$ cat src/rtl/privacy_pkg.sv
package privacy_pkg;
  localparam int          CMD_BITS     = 62;
  localparam logic [15:0] CMD_CODE     = 16'hE200;
  localparam logic [4:0]  DEF_EPC_WORDS = 5'd6;

  typedef enum logic [2:0] {
    ST_READY     = 3'd0,
    ST_ARBITRATE = 3'd1,
    ST_REPLY     = 3'd2,
    ST_ACKED     = 3'd3,
    ST_OPEN      = 3'd4,
    ST_SECURED   = 3'd5,
    ST_KILLED    = 3'd6
  } tag_state_e;

  typedef struct packed {
    logic [15:0] code;
    logic [1:0]  spare;
    logic        u_bit;
    logic [5:0]  epc;
    logic [1:0]  tid;
    logic        user;
    logic [1:0]  rng;
    logic [15:0] handle;
    logic [15:0] crc;
  } priv_frame_t;

  localparam logic [1:0] TID_SHOW  = 2'b00;
  localparam logic [1:0] TID_UPPER = 2'b01;
  localparam logic [1:0] TID_ALL   = 2'b10;
  localparam logic [1:0] RNG_NORM  = 2'b00;
  localparam logic [1:0] RNG_FLIP  = 2'b01;
  localparam logic [1:0] RNG_RED   = 2'b10;
  localparam logic [1:0] CODE_RSVD = 2'b11;
endpackage

$ cat src/rtl/priv_deframer.sv
module priv_deframer
  import privacy_pkg::*;
#(
  parameter int NBITS = CMD_BITS
) (
  input  logic        clk,
  input  logic        rst_n,
  input  logic        frm_start,
  input  logic        bit_vld,
  input  logic        bit_dat,
  output priv_frame_t frame,
  output logic        len_ok
);
  localparam int CW = $clog2(NBITS + 2);
  localparam logic [CW-1:0] CNT_EXACT = CW'(NBITS);

  logic [NBITS-1:0] sr_q, sr_d;
  logic [CW-1:0]    cnt_q, cnt_d;
  logic             sr_en;

  always_comb begin
    sr_en = bit_vld;
    sr_d  = {sr_q[NBITS-2:0], bit_dat};
    cnt_d = cnt_q;
    if (frm_start)
      cnt_d = '0;
    else if (bit_vld && (cnt_q != '1))
      cnt_d = cnt_q + 1'b1;
  end

  always_ff @(posedge clk or negedge rst_n) begin
    if (!rst_n) begin
      sr_q  <= '0;
      cnt_q <= '0;
    end else begin
      if (sr_en) sr_q <= sr_d;
      cnt_q <= cnt_d;
    end
  end

  assign frame  = priv_frame_t'(sr_q);
  assign len_ok = (cnt_q == CNT_EXACT);
endmodule

$ cat src/rtl/priv_exec.sv
module priv_exec
  import privacy_pkg::*;
(
  input  priv_frame_t frame,
  input  logic        len_ok,
  input  logic        frm_end,
  input  logic        crc_ok,
  input  logic [15:0] cur_handle,
  input  logic [2:0]  tag_state,
  output logic        apply,
  output logic        arb_req
);
  logic hit, rsvd, early, unused_fields;

  always_comb begin
    hit     = frm_end && len_ok && crc_ok && (frame.code == CMD_CODE);
    rsvd    = (frame.tid == CODE_RSVD) || (frame.rng == CODE_RSVD);
    early   = (tag_state <= 3'(ST_ACKED));
    apply   = hit && (tag_state == 3'(ST_SECURED)) &&
              (frame.handle == cur_handle) && !rsvd;
    arb_req = hit && early;
  end

  assign unused_fields = ^{frame.spare, frame.u_bit, frame.crc};
endmodule

$ cat src/rtl/priv_regs.sv
module priv_regs
  import privacy_pkg::*;
(
  input  logic       clk,
  input  logic       rst_n,
  input  logic       apply,
  input  logic       arb_req,
  input  logic [5:0] epc_fld,
  input  logic [1:0] tid_fld,
  input  logic       user_fld,
  input  logic [1:0] rng_fld,
  output logic       hdr_done,
  output logic       to_arbitrate,
  output logic       epc_hide,
  output logic [4:0] epc_words,
  output logic       tid_hide_upper,
  output logic       tid_hide_all,
  output logic       user_hide,
  output logic       range_reduced
);
  logic       hide_q, user_q, base_q, flip_q, done_q, arb_q;
  logic       base_d, flip_d;
  logic [4:0] len_q;
  logic [1:0] tid_q;

  always_comb begin
    base_d = base_q;
    flip_d = flip_q;
    unique case (rng_fld)
      RNG_NORM: begin base_d = 1'b0; flip_d = 1'b0;    end
      RNG_RED:  begin base_d = 1'b1; flip_d = 1'b0;    end
      RNG_FLIP: begin flip_d = ~flip_q;                end
      default:  ;
    endcase
  end

  always_ff @(posedge clk or negedge rst_n) begin
    if (!rst_n) begin
      hide_q <= 1'b0;
      len_q  <= DEF_EPC_WORDS;
      tid_q  <= TID_SHOW;
      user_q <= 1'b0;
      base_q <= 1'b0;
      flip_q <= 1'b0;
      done_q <= 1'b0;
      arb_q  <= 1'b0;
    end else begin
      if (apply) begin
        hide_q <= epc_fld[5];
        len_q  <= epc_fld[4:0];
        tid_q  <= tid_fld;
        user_q <= user_fld;
        base_q <= base_d;
        flip_q <= flip_d;
      end
      done_q <= apply;
      arb_q  <= arb_req;
    end
  end

  assign hdr_done       = done_q;
  assign to_arbitrate   = arb_q;
  assign epc_hide       = hide_q;
  assign epc_words      = len_q;
  assign tid_hide_upper = (tid_q == TID_UPPER);
  assign tid_hide_all   = (tid_q == TID_ALL);
  assign user_hide      = user_q;
  assign range_reduced  = base_q ^ flip_q;
endmodule

$ cat src/rtl/priv_region_guard.sv
module priv_region_guard #(
  parameter int WPTR_W = 8
) (
  input  logic [1:0]        acc_bank,
  input  logic [WPTR_W-1:0] acc_wptr,
  input  logic [WPTR_W-1:0] acc_wcnt,
  input  logic              epc_hide,
  input  logic [4:0]        epc_words,
  input  logic              tid_hide_upper,
  input  logic              tid_hide_all,
  input  logic              user_hide,
  output logic              acc_overrun
);
  localparam int SW = WPTR_W + 1;
  localparam logic [SW-1:0] TID_FIRST_HIDDEN = SW'(2);

  logic [WPTR_W-1:0] cnt_eff;
  logic [SW-1:0]     last_word, epc_last;

  always_comb begin
    cnt_eff   = (acc_wcnt == '0) ? WPTR_W'(1) : acc_wcnt;
    last_word = {1'b0, acc_wptr} + {1'b0, cnt_eff} - SW'(1);
    epc_last  = SW'(epc_words) + SW'(1);
    unique case (acc_bank)
      2'b01:   acc_overrun = epc_hide && (last_word > epc_last);
      2'b10:   acc_overrun = tid_hide_all ||
                             (tid_hide_upper && (last_word >= TID_FIRST_HIDDEN));
      2'b11:   acc_overrun = user_hide;
      default: acc_overrun = 1'b0;
    endcase
  end
endmodule

$ cat src/rtl/privacy_cmd_ctrl.sv
module privacy_cmd_ctrl
  import privacy_pkg::*;
#(
  parameter int WPTR_W = 8
) (
  input  logic              clk,
  input  logic              rst_n,
  input  logic              frm_start,
  input  logic              bit_vld,
  input  logic              bit_dat,
  input  logic              frm_end,
  input  logic              crc_ok,
  input  logic [15:0]       cur_handle,
  input  logic [2:0]        tag_state,
  input  logic [1:0]        acc_bank,
  input  logic [WPTR_W-1:0] acc_wptr,
  input  logic [WPTR_W-1:0] acc_wcnt,
  output logic              hdr_done,
  output logic              to_arbitrate,
  output logic [4:0]        epc_words,
  output logic              epc_hide,
  output logic              tid_hide_upper,
  output logic              tid_hide_all,
  output logic              user_hide,
  output logic              range_reduced,
  output logic              acc_overrun
);
  priv_frame_t frame;
  logic        len_ok, apply, arb_req;

  priv_deframer #(.NBITS(CMD_BITS)) u_deframer (
    .clk(clk), .rst_n(rst_n), .frm_start(frm_start),
    .bit_vld(bit_vld), .bit_dat(bit_dat),
    .frame(frame), .len_ok(len_ok)
  );

  priv_exec u_exec (
    .frame(frame), .len_ok(len_ok), .frm_end(frm_end), .crc_ok(crc_ok),
    .cur_handle(cur_handle), .tag_state(tag_state),
    .apply(apply), .arb_req(arb_req)
  );

  priv_regs u_regs (
    .clk(clk), .rst_n(rst_n), .apply(apply), .arb_req(arb_req),
    .epc_fld(frame.epc), .tid_fld(frame.tid), .user_fld(frame.user),
    .rng_fld(frame.rng),
    .hdr_done(hdr_done), .to_arbitrate(to_arbitrate),
    .epc_hide(epc_hide), .epc_words(epc_words),
    .tid_hide_upper(tid_hide_upper), .tid_hide_all(tid_hide_all),
    .user_hide(user_hide), .range_reduced(range_reduced)
  );

  priv_region_guard #(.WPTR_W(WPTR_W)) u_guard (
    .acc_bank(acc_bank), .acc_wptr(acc_wptr), .acc_wcnt(acc_wcnt),
    .epc_hide(epc_hide), .epc_words(epc_words),
    .tid_hide_upper(tid_hide_upper), .tid_hide_all(tid_hide_all),
    .user_hide(user_hide), .acc_overrun(acc_overrun)
  );
endmodule

$ cat config.mk
export PLATFORM = sky130hd
export DESIGN_NAME = privacy_cmd_ctrl
export DESIGN_NICKNAME = d
export VERILOG_FILES = /design/src/rtl/privacy_pkg.sv /design/src/rtl/priv_deframer.sv /design/src/rtl/priv_exec.sv /design/src/rtl/priv_regs.sv /design/src/rtl/priv_region_guard.sv /design/src/rtl/privacy_cmd_ctrl.sv
export SDC_FILE = /design/constraint.sdc
export NUM_CORES = 1
export LEC_CHECK = 0
export ABC_CLOCK_PERIOD_IN_PS = 5050
export BUFFER_PORTS_ARGS = -buffer_cell sky130_fd_sc_hd__buf_4
export CAP_MARGIN = 10
export CORE_AREA = 10 10 97 99
export DETAILED_ROUTE_END_ITERATION = 8
export DIE_AREA = 0 0 107 109
export PLACE_DENSITY = 0.77
export SLEW_MARGIN = 40
export SYNTH_ARGS = -nofsm -noshare
export SYNTH_HDL_FRONTEND = slang
export SYNTH_SLANG_ARGS = --single-unit
$ cat constraint.sdc
create_clock -name clk -period 5.05 [get_ports clk]
set_input_delay 0.7575 -clock clk [delete_from_list [all_inputs] [get_ports clk]]
set_output_delay 0.7575 -clock clk [all_outputs]
set_load 0.1 [all_outputs]
==> flow_metrics.env <==
export IMPL_startpoint_type="input port"
export IMPL_drc=0
export IMPL_synthFlopType="dfrtp_1"
export IMPL_crit_arrival_ns=3.91
export IMPL_n_antenna_cell=0
export IMPL_p_leak_uw=0.00240
export IMPL_first_pass_iters=4
export IMPL_crit_required_ns=4.29
export IMPL_crit_cells=16
export IMPL_die_w_um=107
export IMPL_routabilityCongestion=0.865
export IMPL_r2r_cells=7
export IMPL_hpwlAfterDp_um=5630
export IMPL_avgSynthCellArea_sq_um=12.1
export IMPL_skew_ns=0.00673
export IMPL_worst_path_buf_inv=4
export IMPL_drv_slew=0
export IMPL_post_cts_resized=0
export IMPL_detail_route_wl_per_cell_um=14.7
export IMPL_wl_met2_um=3940
export IMPL_antenna_left=0
export IMPL_ir_worst_vdd_mv=0.269
export IMPL_cpLargestDelayFamily="compound AO/OA/AOI/OAI gates"
export IMPL_max_slew_margin=0.497
export IMPL_met1Wirelength_um=3160
export IMPL_wl_met3_um=371
export IMPL_clkLatencyLatePin_ns=0.35
export IMPL_tritoncts="done"
export IMPL_num_vias=2721
export IMPL_initial_core_util=0.559
export IMPL_clock_root_buffer="clkbuf_8"
export IMPL_wl_um=7550
export IMPL_power_density_nw_per_um2=328
export IMPL_syn_nets=416
export IMPL_fmax_mhz=214
export IMPL_ios=57
export IMPL_drive_gt1_frac=0.371
export IMPL_viasPerCell=5.29
export IMPL_synth_cell_types=42
export IMPL_yosysTopAreaCell="dfrtp_1"
export IMPL_tightest_slew_ns=0.754
export IMPL_synth_edf_count=0
export IMPL_fillCellCount=600
export IMPL_outcome="complete, no violations"
export IMPL_core_rowCount=32
export IMPL_cp_slowest_cell="a2111oi_0"
export IMPL_nNetsFinal=476
export IMPL_worstSetupEndpointType="primary output"
export IMPL_top_layer_used="met4"
export IMPL_seqCellArea_sq_um=2030
export IMPL_cts_hold_fix_buffers=0
export IMPL_fin_setup_tns_ns=0
export IMPL_synth_seq_cells=81
export IMPL_seq_area_frac_synth=0.482
export IMPL_crit_fanout=3
export IMPL_total_power_uw=1620
export IMPL_hold_viol=0
export IMPL_multiInputGateArea_sq_um=2020
export IMPL_syn2layout_area_growth_pct=17.3
export IMPL_r2r_start="u_deframer.cnt_q[0]$_DFFE_PN0P_"
export IMPL_drt_iter0_drc=130
export IMPL_setup_violations=0
export IMPL_hp_class="in2async"
export IMPL_crit_type="in2out"
export IMPL_clkSinkCount=81
export IMPL_reg2reg_slack_ns=3.16
export IMPL_r2r_end="u_regs.tid_q[1]$_DFFE_PN0P_"
export IMPL_final_common_cell="dfrtp_1"
export IMPL_syn_instance_count=347
export IMPL_rsz0062_at_grt="no"
export IMPL_grt_max_degree=82
export IMPL_crit_top_cell="ha_1"
export IMPL_layout_common_cells="79 x dfrtp_1, 74 x mux2_2, 55 x buf_4, 36 x inv_1, 24 x ha_1"
export IMPL_core_area_sq_um=7530
export IMPL_synthArstFlopShare=1.00
export IMPL_post_route_min_period_ns=4.67
export IMPL_cp_cell_sequence="buf_4 > nor4_1 > a41oi_1 > ha_1 > inv_1 > ha_1 > inv_1 > fa_1 > xnor2_1 > ha_1 > a21oi_1 > nand2_1 > a2111oi_0 > o211a_1 > o211ai_1 > buf_4"
export IMPL_critical_path_max_stage_delay_ns=0.43
export IMPL_synthesis_area_sq_um=4210
export IMPL_post_route_period_util=0.925
export IMPL_drv_cap=0
export IMPL_synth_top_area_share=0.470
export IMPL_io_buffers=56
export IMPL_grt_antenna_before_repair=0
export IMPL_grt_pass1_wl_um=12800
export IMPL_die_height_um=109
export IMPL_post_cts_buffers=0
export IMPL_grt_overflow=0
export IMPL_die_area_sq_um=11700
export IMPL_clkSlewWorstSetupHoldPaths_ns=0.08
export IMPL_whs_ns=0.430
export IMPL_ys_top_cells_by_area="dfrtp_1 47%, mux2_2 20%, ha_1 7.1%"
export IMPL_clk_path_buf_depth=2
export IMPL_h_tree_depth=3
export IMPL_cts_buffers=9
export IMPL_grt_use_total=0.135
export IMPL_ys_warn_count=0
export IMPL_grt_pass1_vias=2858
[state kept, by name, indices dropped and copies added, names as in the netlist, 2 cells and up]
register	cells
u_regs.epc_words	5
u_deframer.frame	62
u_deframer.cnt_q	6
u_regs.tid_q	2
[report_power, final]
group	internal [uW]	switching (uW)
registers	750	71.6
logic	189	135
clock network	232	242
total	1170	448
[kinds of logic (layout without fill, tap and decap cells)]
kind of cell    Yosys count  after routing  share of synthesized area
compound gates           22             22                     0.0357
xor+xnor                 28             28                     0.0583
fa+ha+maj                25             25                     0.0761
buf+inv                  43            108                     0.0384
flops                    81             81                      0.482
mux                      74             74                      0.198
simple gates             74             74                      0.111
[worst max-delay path by stage]
stage,endpoint,slack (ns),from
CTS,acc_overrun,0.39,acc_wcnt[5]
floorplan,acc_overrun,0.32,acc_wcnt[5]
global placement,acc_overrun,0.51,acc_wcnt[5]
detailed placement,acc_overrun,0.42,acc_wcnt[5]
finish,acc_overrun,0.38,acc_wcnt[5]
global route,acc_overrun,0.18,acc_wcnt[5]
[synthesized netlist by cell type, types with 2 or more instances]
master / n
a2111oi_0: 2
a211oi_1: 2
a21oi_1: 4
and3_1: 2
buf_1: 4
clkbuf_1: 3
dfrtp_1: 79
dfstp_2: 2
ha_1: 24
inv_1: 36
mux2_2: 74
nand2_1: 10
nand2b_1: 4
nand3_1: 4
nand3b_1: 2
nand4_1: 10
nand4b_1: 2
nor2_1: 16
nor2b_1: 3
nor3b_1: 3
nor4_1: 4
nor4b_1: 5
nor4bb_1: 2
o21ai_0: 6
xnor2_1: 19
xor2_1: 9
[layer usage]
metal  global-route usage  vias to the layer above
met5                    0                        -
met2                0.234                       44
met4               0.0426                        0
met3               0.0454                        6
li1                     -                     1349
met1                0.155                     1322
[through the flow]
step | utilization | cells | setup slack [ns] | instance area (sq um)
2_1_floorplan | - | 347 | 0.321 | 4210
3_3_place_gp | 0.628 | 498 | 0.509 | 4730
3_5_place_dp | 0.629 | 498 | 0.419 | 4730
4_1_cts | 0.656 | 514 | 0.386 | 4940
5_1_grt | 0.656 | 514 | 0.180 | 4940
6_report | 0.656 | 514 | 0.378 | 4940
[final cells by class]
cell class                 instances  share of cell area
clock buffer                       9              0.0251
clock inverter                     7              0.0162
inverter                          36              0.0274
multi-input combinational        223               0.408
sequential                        81               0.411
tap                              102              0.0259
timing repair buffer              56              0.0859
Power figures use the tool's default switching activity.
